$ cat src/rtl/clkcfg_pkg.sv
package clkcfg_pkg;
  localparam int NUM_REGS = 11;
  localparam int IDX_W    = $clog2(NUM_REGS);

  typedef enum logic [2:0] {
    S_IDLE, S_CFG_REQ, S_CFG_WAIT, S_LOCK, S_HOST_WAIT, S_HOST_RSP
  } seq_state_t;

  typedef enum logic [1:0] {E_IDLE, E_EN, E_WAIT} eng_state_t;

  // Fixed write order; the primitive decodes these addresses.
  function automatic logic [7:0] reg_addr(input logic [IDX_W-1:0] idx);
    case (idx)
      4'd0:    reg_addr = 8'h08;
      4'd1:    reg_addr = 8'h09;
      4'd2:    reg_addr = 8'h14;
      4'd3:    reg_addr = 8'h15;
      4'd4:    reg_addr = 8'h16;
      4'd5:    reg_addr = 8'h18;
      4'd6:    reg_addr = 8'h19;
      4'd7:    reg_addr = 8'h1A;
      4'd8:    reg_addr = 8'h28;
      4'd9:    reg_addr = 8'h4E;
      4'd10:   reg_addr = 8'h4F;
      default: reg_addr = 8'h00;
    endcase
  endfunction
endpackage

$ cat src/rtl/clkcfg_port_engine.sv
module clkcfg_port_engine #(
  parameter int AW  = 8,
  parameter int DW  = 16,
  parameter int TMO = 64
) (
  input  logic          clk,
  input  logic          rst_n,
  input  logic          req,
  input  logic          req_we,
  input  logic [AW-1:0] req_addr,
  input  logic [DW-1:0] req_data,
  output logic [AW-1:0] port_addr,
  output logic [DW-1:0] port_di,
  output logic          port_en,
  output logic          port_we,
  input  logic [DW-1:0] port_do,
  input  logic          port_rdy,
  output logic          ack,
  output logic          ack_ok,
  output logic [DW-1:0] ack_data
);
  import clkcfg_pkg::*;
  localparam int CW = $clog2(TMO + 1);

  eng_state_t    st;
  logic [CW-1:0] wait_cnt;

  always_ff @(posedge clk) begin
    if (!rst_n) begin
      st <= E_IDLE;
      wait_cnt <= '0;
      port_addr <= '0;
      port_di <= '0;
      port_en <= 1'b0;
      port_we <= 1'b0;
      ack <= 1'b0;
      ack_ok <= 1'b0;
      ack_data <= '0;
    end else begin
      ack <= 1'b0;
      port_en <= 1'b0;
      port_we <= 1'b0;
      case (st)
        E_IDLE: if (req) begin
          port_addr <= req_addr;
          port_di <= req_data;
          port_en <= 1'b1;
          port_we <= req_we;
          st <= E_EN;
        end
        E_EN: begin
          wait_cnt <= '0;
          st <= E_WAIT;
        end
        E_WAIT: begin
          if (port_rdy) begin
            ack <= 1'b1;
            ack_ok <= 1'b1;
            ack_data <= port_do;
            st <= E_IDLE;
          end else if (wait_cnt == CW'(TMO - 1)) begin
            ack <= 1'b1;
            ack_ok <= 1'b0;
            st <= E_IDLE;
          end else begin
            wait_cnt <= wait_cnt + 1'b1;
          end
        end
        default: st <= E_IDLE;
      endcase
    end
  end
endmodule

$ cat src/rtl/clkcfg_lock_timer.sv
module clkcfg_lock_timer #(
  parameter int CYCLES = 12500
) (
  input  logic clk,
  input  logic rst_n,
  input  logic load,
  output logic expire
);
  localparam int TW = $clog2(CYCLES + 1);

  logic [TW-1:0] cnt;
  logic          run;

  assign expire = run && (cnt == '0);

  always_ff @(posedge clk) begin
    if (!rst_n) begin
      cnt <= '0;
      run <= 1'b0;
    end else if (load) begin
      cnt <= TW'(CYCLES - 1);
      run <= 1'b1;
    end else if (run) begin
      if (cnt == '0) run <= 1'b0;
      else cnt <= cnt - 1'b1;
    end
  end
endmodule

$ cat src/rtl/clkcfg_sequencer.sv
module clkcfg_sequencer #(
  parameter int AW          = 8,
  parameter int DW          = 16,
  parameter int CLK_MHZ     = 125,
  parameter int LOCK_US     = 100,
  parameter int RDY_TIMEOUT = 64
) (
  input  logic                           clk,
  input  logic                           rst_n,
  input  logic                           start,
  input  logic [clkcfg_pkg::NUM_REGS*DW-1:0] cfg_words,
  input  logic                           prim_locked,
  input  logic                           host_valid,
  output logic                           host_ready,
  input  logic                           host_write,
  input  logic [AW-1:0]                  host_addr,
  input  logic [DW-1:0]                  host_wdata,
  output logic                           rsp_valid,
  input  logic                           rsp_ready,
  output logic [DW-1:0]                  rsp_data,
  output logic                           rsp_err,
  output logic [AW-1:0]                  port_addr,
  output logic [DW-1:0]                  port_di,
  output logic                           port_en,
  output logic                           port_we,
  input  logic [DW-1:0]                  port_do,
  input  logic                           port_rdy,
  output logic                           prim_rst,
  output logic                           busy,
  output logic                           done,
  output logic                           pass,
  output logic                           timeout
);
  import clkcfg_pkg::*;
  localparam int LOCK_CYCLES = CLK_MHZ * LOCK_US;

  seq_state_t       state;
  logic [IDX_W-1:0] idx;
  logic             req, req_we;
  logic [AW-1:0]    req_addr;
  logic [DW-1:0]    req_data;
  logic             ack, ack_ok;
  logic [DW-1:0]    ack_data;
  logic             last_ok, lock_load, lock_expire;

  assign host_ready = (state == S_IDLE) && !start;
  assign busy       = (state == S_CFG_REQ) || (state == S_CFG_WAIT) || (state == S_LOCK);
  assign last_ok    = ack && ack_ok && (idx == IDX_W'(NUM_REGS - 1));
  assign lock_load  = (state == S_CFG_WAIT) && last_ok;

  always_comb begin
    if (state == S_CFG_REQ) begin
      req      = 1'b1;
      req_we   = 1'b1;
      req_addr = AW'(reg_addr(idx));
      req_data = cfg_words[idx*DW +: DW];
    end else begin
      req      = host_valid && host_ready;
      req_we   = host_write;
      req_addr = host_addr;
      req_data = host_wdata;
    end
  end

  clkcfg_port_engine #(.AW(AW), .DW(DW), .TMO(RDY_TIMEOUT)) u_engine (
    .clk(clk), .rst_n(rst_n),
    .req(req), .req_we(req_we), .req_addr(req_addr), .req_data(req_data),
    .port_addr(port_addr), .port_di(port_di), .port_en(port_en), .port_we(port_we),
    .port_do(port_do), .port_rdy(port_rdy),
    .ack(ack), .ack_ok(ack_ok), .ack_data(ack_data)
  );

  clkcfg_lock_timer #(.CYCLES(LOCK_CYCLES)) u_lock (
    .clk(clk), .rst_n(rst_n), .load(lock_load), .expire(lock_expire)
  );

  always_ff @(posedge clk) begin
    if (!rst_n) begin
      state <= S_IDLE;
      idx <= '0;
      prim_rst <= 1'b0;
      done <= 1'b0;
      pass <= 1'b0;
      timeout <= 1'b0;
      rsp_valid <= 1'b0;
      rsp_data <= '0;
      rsp_err <= 1'b0;
    end else begin
      done <= 1'b0;
      case (state)
        S_IDLE: begin
          if (start) begin
            prim_rst <= 1'b1;
            pass <= 1'b0;
            timeout <= 1'b0;
            idx <= '0;
            state <= S_CFG_REQ;
          end else if (host_valid) begin
            state <= S_HOST_WAIT;
          end
        end
        S_CFG_REQ: state <= S_CFG_WAIT;
        S_CFG_WAIT: if (ack) begin
          if (!ack_ok) begin
            timeout <= 1'b1;
            done <= 1'b1;
            state <= S_IDLE;
          end else if (last_ok) begin
            prim_rst <= 1'b0;
            state <= S_LOCK;
          end else begin
            idx <= idx + 1'b1;
            state <= S_CFG_REQ;
          end
        end
        S_LOCK: if (lock_expire) begin
          pass <= prim_locked;
          done <= 1'b1;
          state <= S_IDLE;
        end
        S_HOST_WAIT: if (ack) begin
          rsp_valid <= 1'b1;
          rsp_data <= ack_data;
          rsp_err <= !ack_ok;
          state <= S_HOST_RSP;
        end
        S_HOST_RSP: if (rsp_ready) begin
          rsp_valid <= 1'b0;
          state <= S_IDLE;
        end
        default: state <= S_IDLE;
      endcase
    end
  end
endmodule

$ cat config.mk
export PLATFORM = sky130hd
export DESIGN_NAME = clkcfg_sequencer
export DESIGN_NICKNAME = d
export VERILOG_FILES = /design/src/rtl/clkcfg_pkg.sv /design/src/rtl/clkcfg_port_engine.sv /design/src/rtl/clkcfg_lock_timer.sv /design/src/rtl/clkcfg_sequencer.sv
export SDC_FILE = /design/constraint.sdc
export NUM_CORES = 1
export LEC_CHECK = 0
export BUFFER_PORTS_ARGS = -buffer_cell sky130_fd_sc_hd__buf_2
export CORE_AREA = 2 2 107 130
export DETAILED_ROUTE_END_ITERATION = 12
export DIE_AREA = 0 0 109 132
export HOLD_SLACK_MARGIN = 0.15
export PLACE_DENSITY_LB_ADDON = 0.2
export RECOVER_POWER = 100
export SLEW_MARGIN = 20
export SYNTH_ARGS = -nofsm -noshare
export SYNTH_HDL_FRONTEND = slang
export SYNTH_HIERARCHICAL = 1
export SYNTH_SLANG_ARGS = --single-unit
export TNS_END_PERCENT = 1
$ cat constraint.sdc
create_clock -name clk -period 3.3 [get_ports clk]
set_input_delay 0.165 -clock clk [delete_from_list [all_inputs] [get_ports clk]]
set_output_delay 0.165 -clock clk [all_outputs]
set_load 0.01 [all_outputs]
==> results.toml <==
[run_status]
status = "completed"

[synthesis]
ys_seq_elements = 104
synth-seq-area-share_pct = 33.8
ys_types = 74
netlist_area_mm2 = 0.00616
ys_async_sr_fraction_pct = 0
syn-num-nets = 976
synth_edf_count = 0
synth_ff_type = "dfxtp_1"
avgSynthCellArea_um2 = 8.29
yosys_warnings = 6
synthesis.instances = 743

[finish]
area_growth_pct = 30.1
layout-drive-gt1-share_pct = 30.2
post-route-util_pct = 61.3
fin_cells = 1182
finalNetCount = 1240

[critical_path]
arrival_ns = 3.13
critPathRequiredTime_ns = 3.52
rr_worst_depth = 9
r2r_start = "state[1]"
endpoint_kind = "register"
ff2ff_setup_slack_ns = 0.39
worst_setup_path_start_kind = "register"
crit_fanout = 13
crit_type = "register to register"

[grt]
grt_pass1_wl_um = 32600
grt_max_degree = 50
grt_use_total_pct = 29.6
antenna_found_initial = 3
grt_overflow = 0
grt_pass1_vias = 6268

[clocking]
root_buffer = "clkbuf_16"
cts_sinks = 104
clk_latency_ns = 0.36
htree_levels = 3
path_clk_slew_ns = 0.07
cts_resized = 0
cts_tree = "built"
cts_buffers = 9
clock_path_buffers = 2

[sta]
fin_crit_ns = 2.91
drv_slew = 0
maxSlewHeadroom_pct = 3.81
tns_ns = 0
rsz0062_at_grt = "false"
fin_ws_ns = 0.392
timing.final.crit_share_pct = 88.1
hold_viol = 0
fmax_mhz = 344
final-setup-viol-count = 0
skew_ns = 0.00758
worst_pin_slew_ns = 1.44

[drt]
drt_iter0_drc = 361
drc = 0
wl_per_cell_um = 18.0
drtPass1Iterations = 5
vias = 6629
via_per_inst = 5.61
wirelength_um = 21200
ant_nets = 0

[floorplanning]
dieArea_mm2 = 0.0144
row_count = 46
die_x_um = 109
die_h_um = 132
start_util_pct = 47.1
core_area_mm2 = 0.0131
ios = 274

[power_and_ir_drop]
p_total_uw = 3240
p_per_area_mw_per_mm2 = 404
leakagePower_uw = 0.00316
peakVddDrop_v = 0.000298

[placed_design]
port_buffers = 273
pre_cts_ws_ns = 0.515
hpwl_um = 16400
gp_congestion = 0.907
place_inst = 1145

[worst_hold_path]
hold_path_class = "input port to register"
hold_depth = 5
min_from = "host_wdata[14]"
min_to = "u_engine/port_di[14]"

[run]
maxCapViolations = 0
## synth_stat cells (11+ instances only)
master    count  area (µm²)
mux2i_1      32         320
o21ai_0      29         145
buf_2        11        55.1
dfxtp_1     104        2080
inv_1        17        63.8
clkbuf_1     37         139
mux4_2       32         721
a21oi_1     111         556
nand2_1     150         563
nor2_1       62         233
## worst max-delay path by stage
| stage | start | endpoint | slack, ns | depth (start not counted) |
|---|---|---|---|---|
| after floorplan | idx[0] | register | 0.33 | 12 |
| after global placement | state[0] | register | 0.62 | 9 |
| after detailed placement | state[0] | register | 0.51 | 9 |
| after CTS | state[0] | register | 0.52 | 9 |
| after global routing | idx[1] | register | 0.16 | 6 |
| final | state[1] | register | 0.39 | 9 |
## report_power, final
part | switching (µW) | total [µW] | internal [µW]
Sequential | 67.5 | 1400 | 1330
Combinational | 435 | 759 | 324
Clock | 540 | 1080 | 536
Total | 1040 | 3240 | 2190
## cell usage in the layout (no fill, tap or decap), types with 3 or more instances in the layout
| cell type | n |
|---|---|
| dfxtp_1 | 102 |
| nand3_1 | 5 |
| a211oi_1 | 9 |
| and3_1 | 3 |
| mux2i_1 | 32 |
| clkbuf_16 | 9 |
| nand4b_1 | 4 |
| dlygate4sd3_1 | 19 |
| mux4_2 | 32 |
| or3_1 | 4 |
| ha_1 | 9 |
| buf_2 | 223 |
| mux2_2 | 7 |
| nand2_1 | 150 |
| clkbuf_1 | 52 |
| or4_1 | 9 |
| inv_1 | 17 |
| nor2_1 | 62 |
| nor3_1 | 9 |
| nand2b_1 | 6 |
| nor4_1 | 5 |
| a21oi_1 | 112 |
| o22ai_1 | 3 |
| a311oi_1 | 3 |
| nand4_1 | 3 |
| or2_2 | 4 |
| nor2b_1 | 6 |
| o21a_1 | 4 |
| o31ai_1 | 3 |
| o21ai_0 | 31 |
| buf_4 | 12 |
## cell families (layout without fill, tap and decap cells)
| group | after synthesis | after routing | synth area share (%) |
|---|---|---|---|
| DFF | 104 | 104 | 33.8 |
| AOI/OAI and AO/OA | 192 | 192 | 18.3 |
| buffers and inverters | 73 | 342 | 5.16 |
| other | 0 | 2 | 0 |
| xor gates and xnor gates | 1 | 1 | 0.142 |
| muxes | 71 | 71 | 18.2 |
| and+or+nand+nor | 293 | 293 | 22.5 |
| adders and majority gates | 9 | 9 | 1.83 |
## through the flow
stage / cell area (µm²) / hold WS, ns
2_1_floorplan: 6160 / 0.282
3_3_place_gp: 7630 / 0.410
3_5_place_dp: 7630 / 0.417
4_1_cts: 8120 / 0.168
5_1_grt: 8010 / 0.181
6_report: 8010 / 0.177
## metal layers
metal	vias up	GRT usage [%]	part of all wire, %
li1	3208	-	-
met1	3088	35.6	39
met2	274	49.3	50
met3	59	6.08	6.5
met4	0	15.1	4.8
met5	-	0	0
## critical path, stage by stage, from the launching register on
cell and delay [ns]:
dfxtp_1 0.55, nor2b_1 0.13, o21ai_0 0.43, o21ai_0 0.18, a21oi_1 0.33, inv_1 0.14, ha_1 0.35, or4_1 0.50
nand3_1 0.10, o31ai_1 0.06
## state kept, by name, indices dropped and copies added (netlist names), 3 cells and up, named ones only
| register | cells |
|---|---|
| idx | 4 |
| rsp_data | 16 |
| state | 3 |
| u_engine/ack_data | 16 |
| u_engine/port_addr | 8 |
| u_engine/port_di | 16 |
| u_engine/wait_cnt | 7 |
| u_lock/cnt | 14 |
## final cells by class
| type | count | area (µm²) |
|---|---|---|
| repair buffers | 308 | 1620 |
| clock inverters | 7 | 72.6 |
| inverters | 18 | 67.6 |
| multi-input cells | 566 | 3730 |
| diodes | 2 | 5.00 |
| flip-flops and latches | 104 | 2080 |
| well taps | 168 | 210 |
| fillers | 1229 | 5050 |
| clock buffers | 9 | 225 |
## repair_timing
| action | 4_1_cts | 5_1_grt |
|---|---|---|
| setup buffers | 0 | 0 |
| hold endpoints to repair | 19 | 0 |
| hold buffers | 19 | 0 |
No activity file was read; power rests on OpenSTA's default activity.
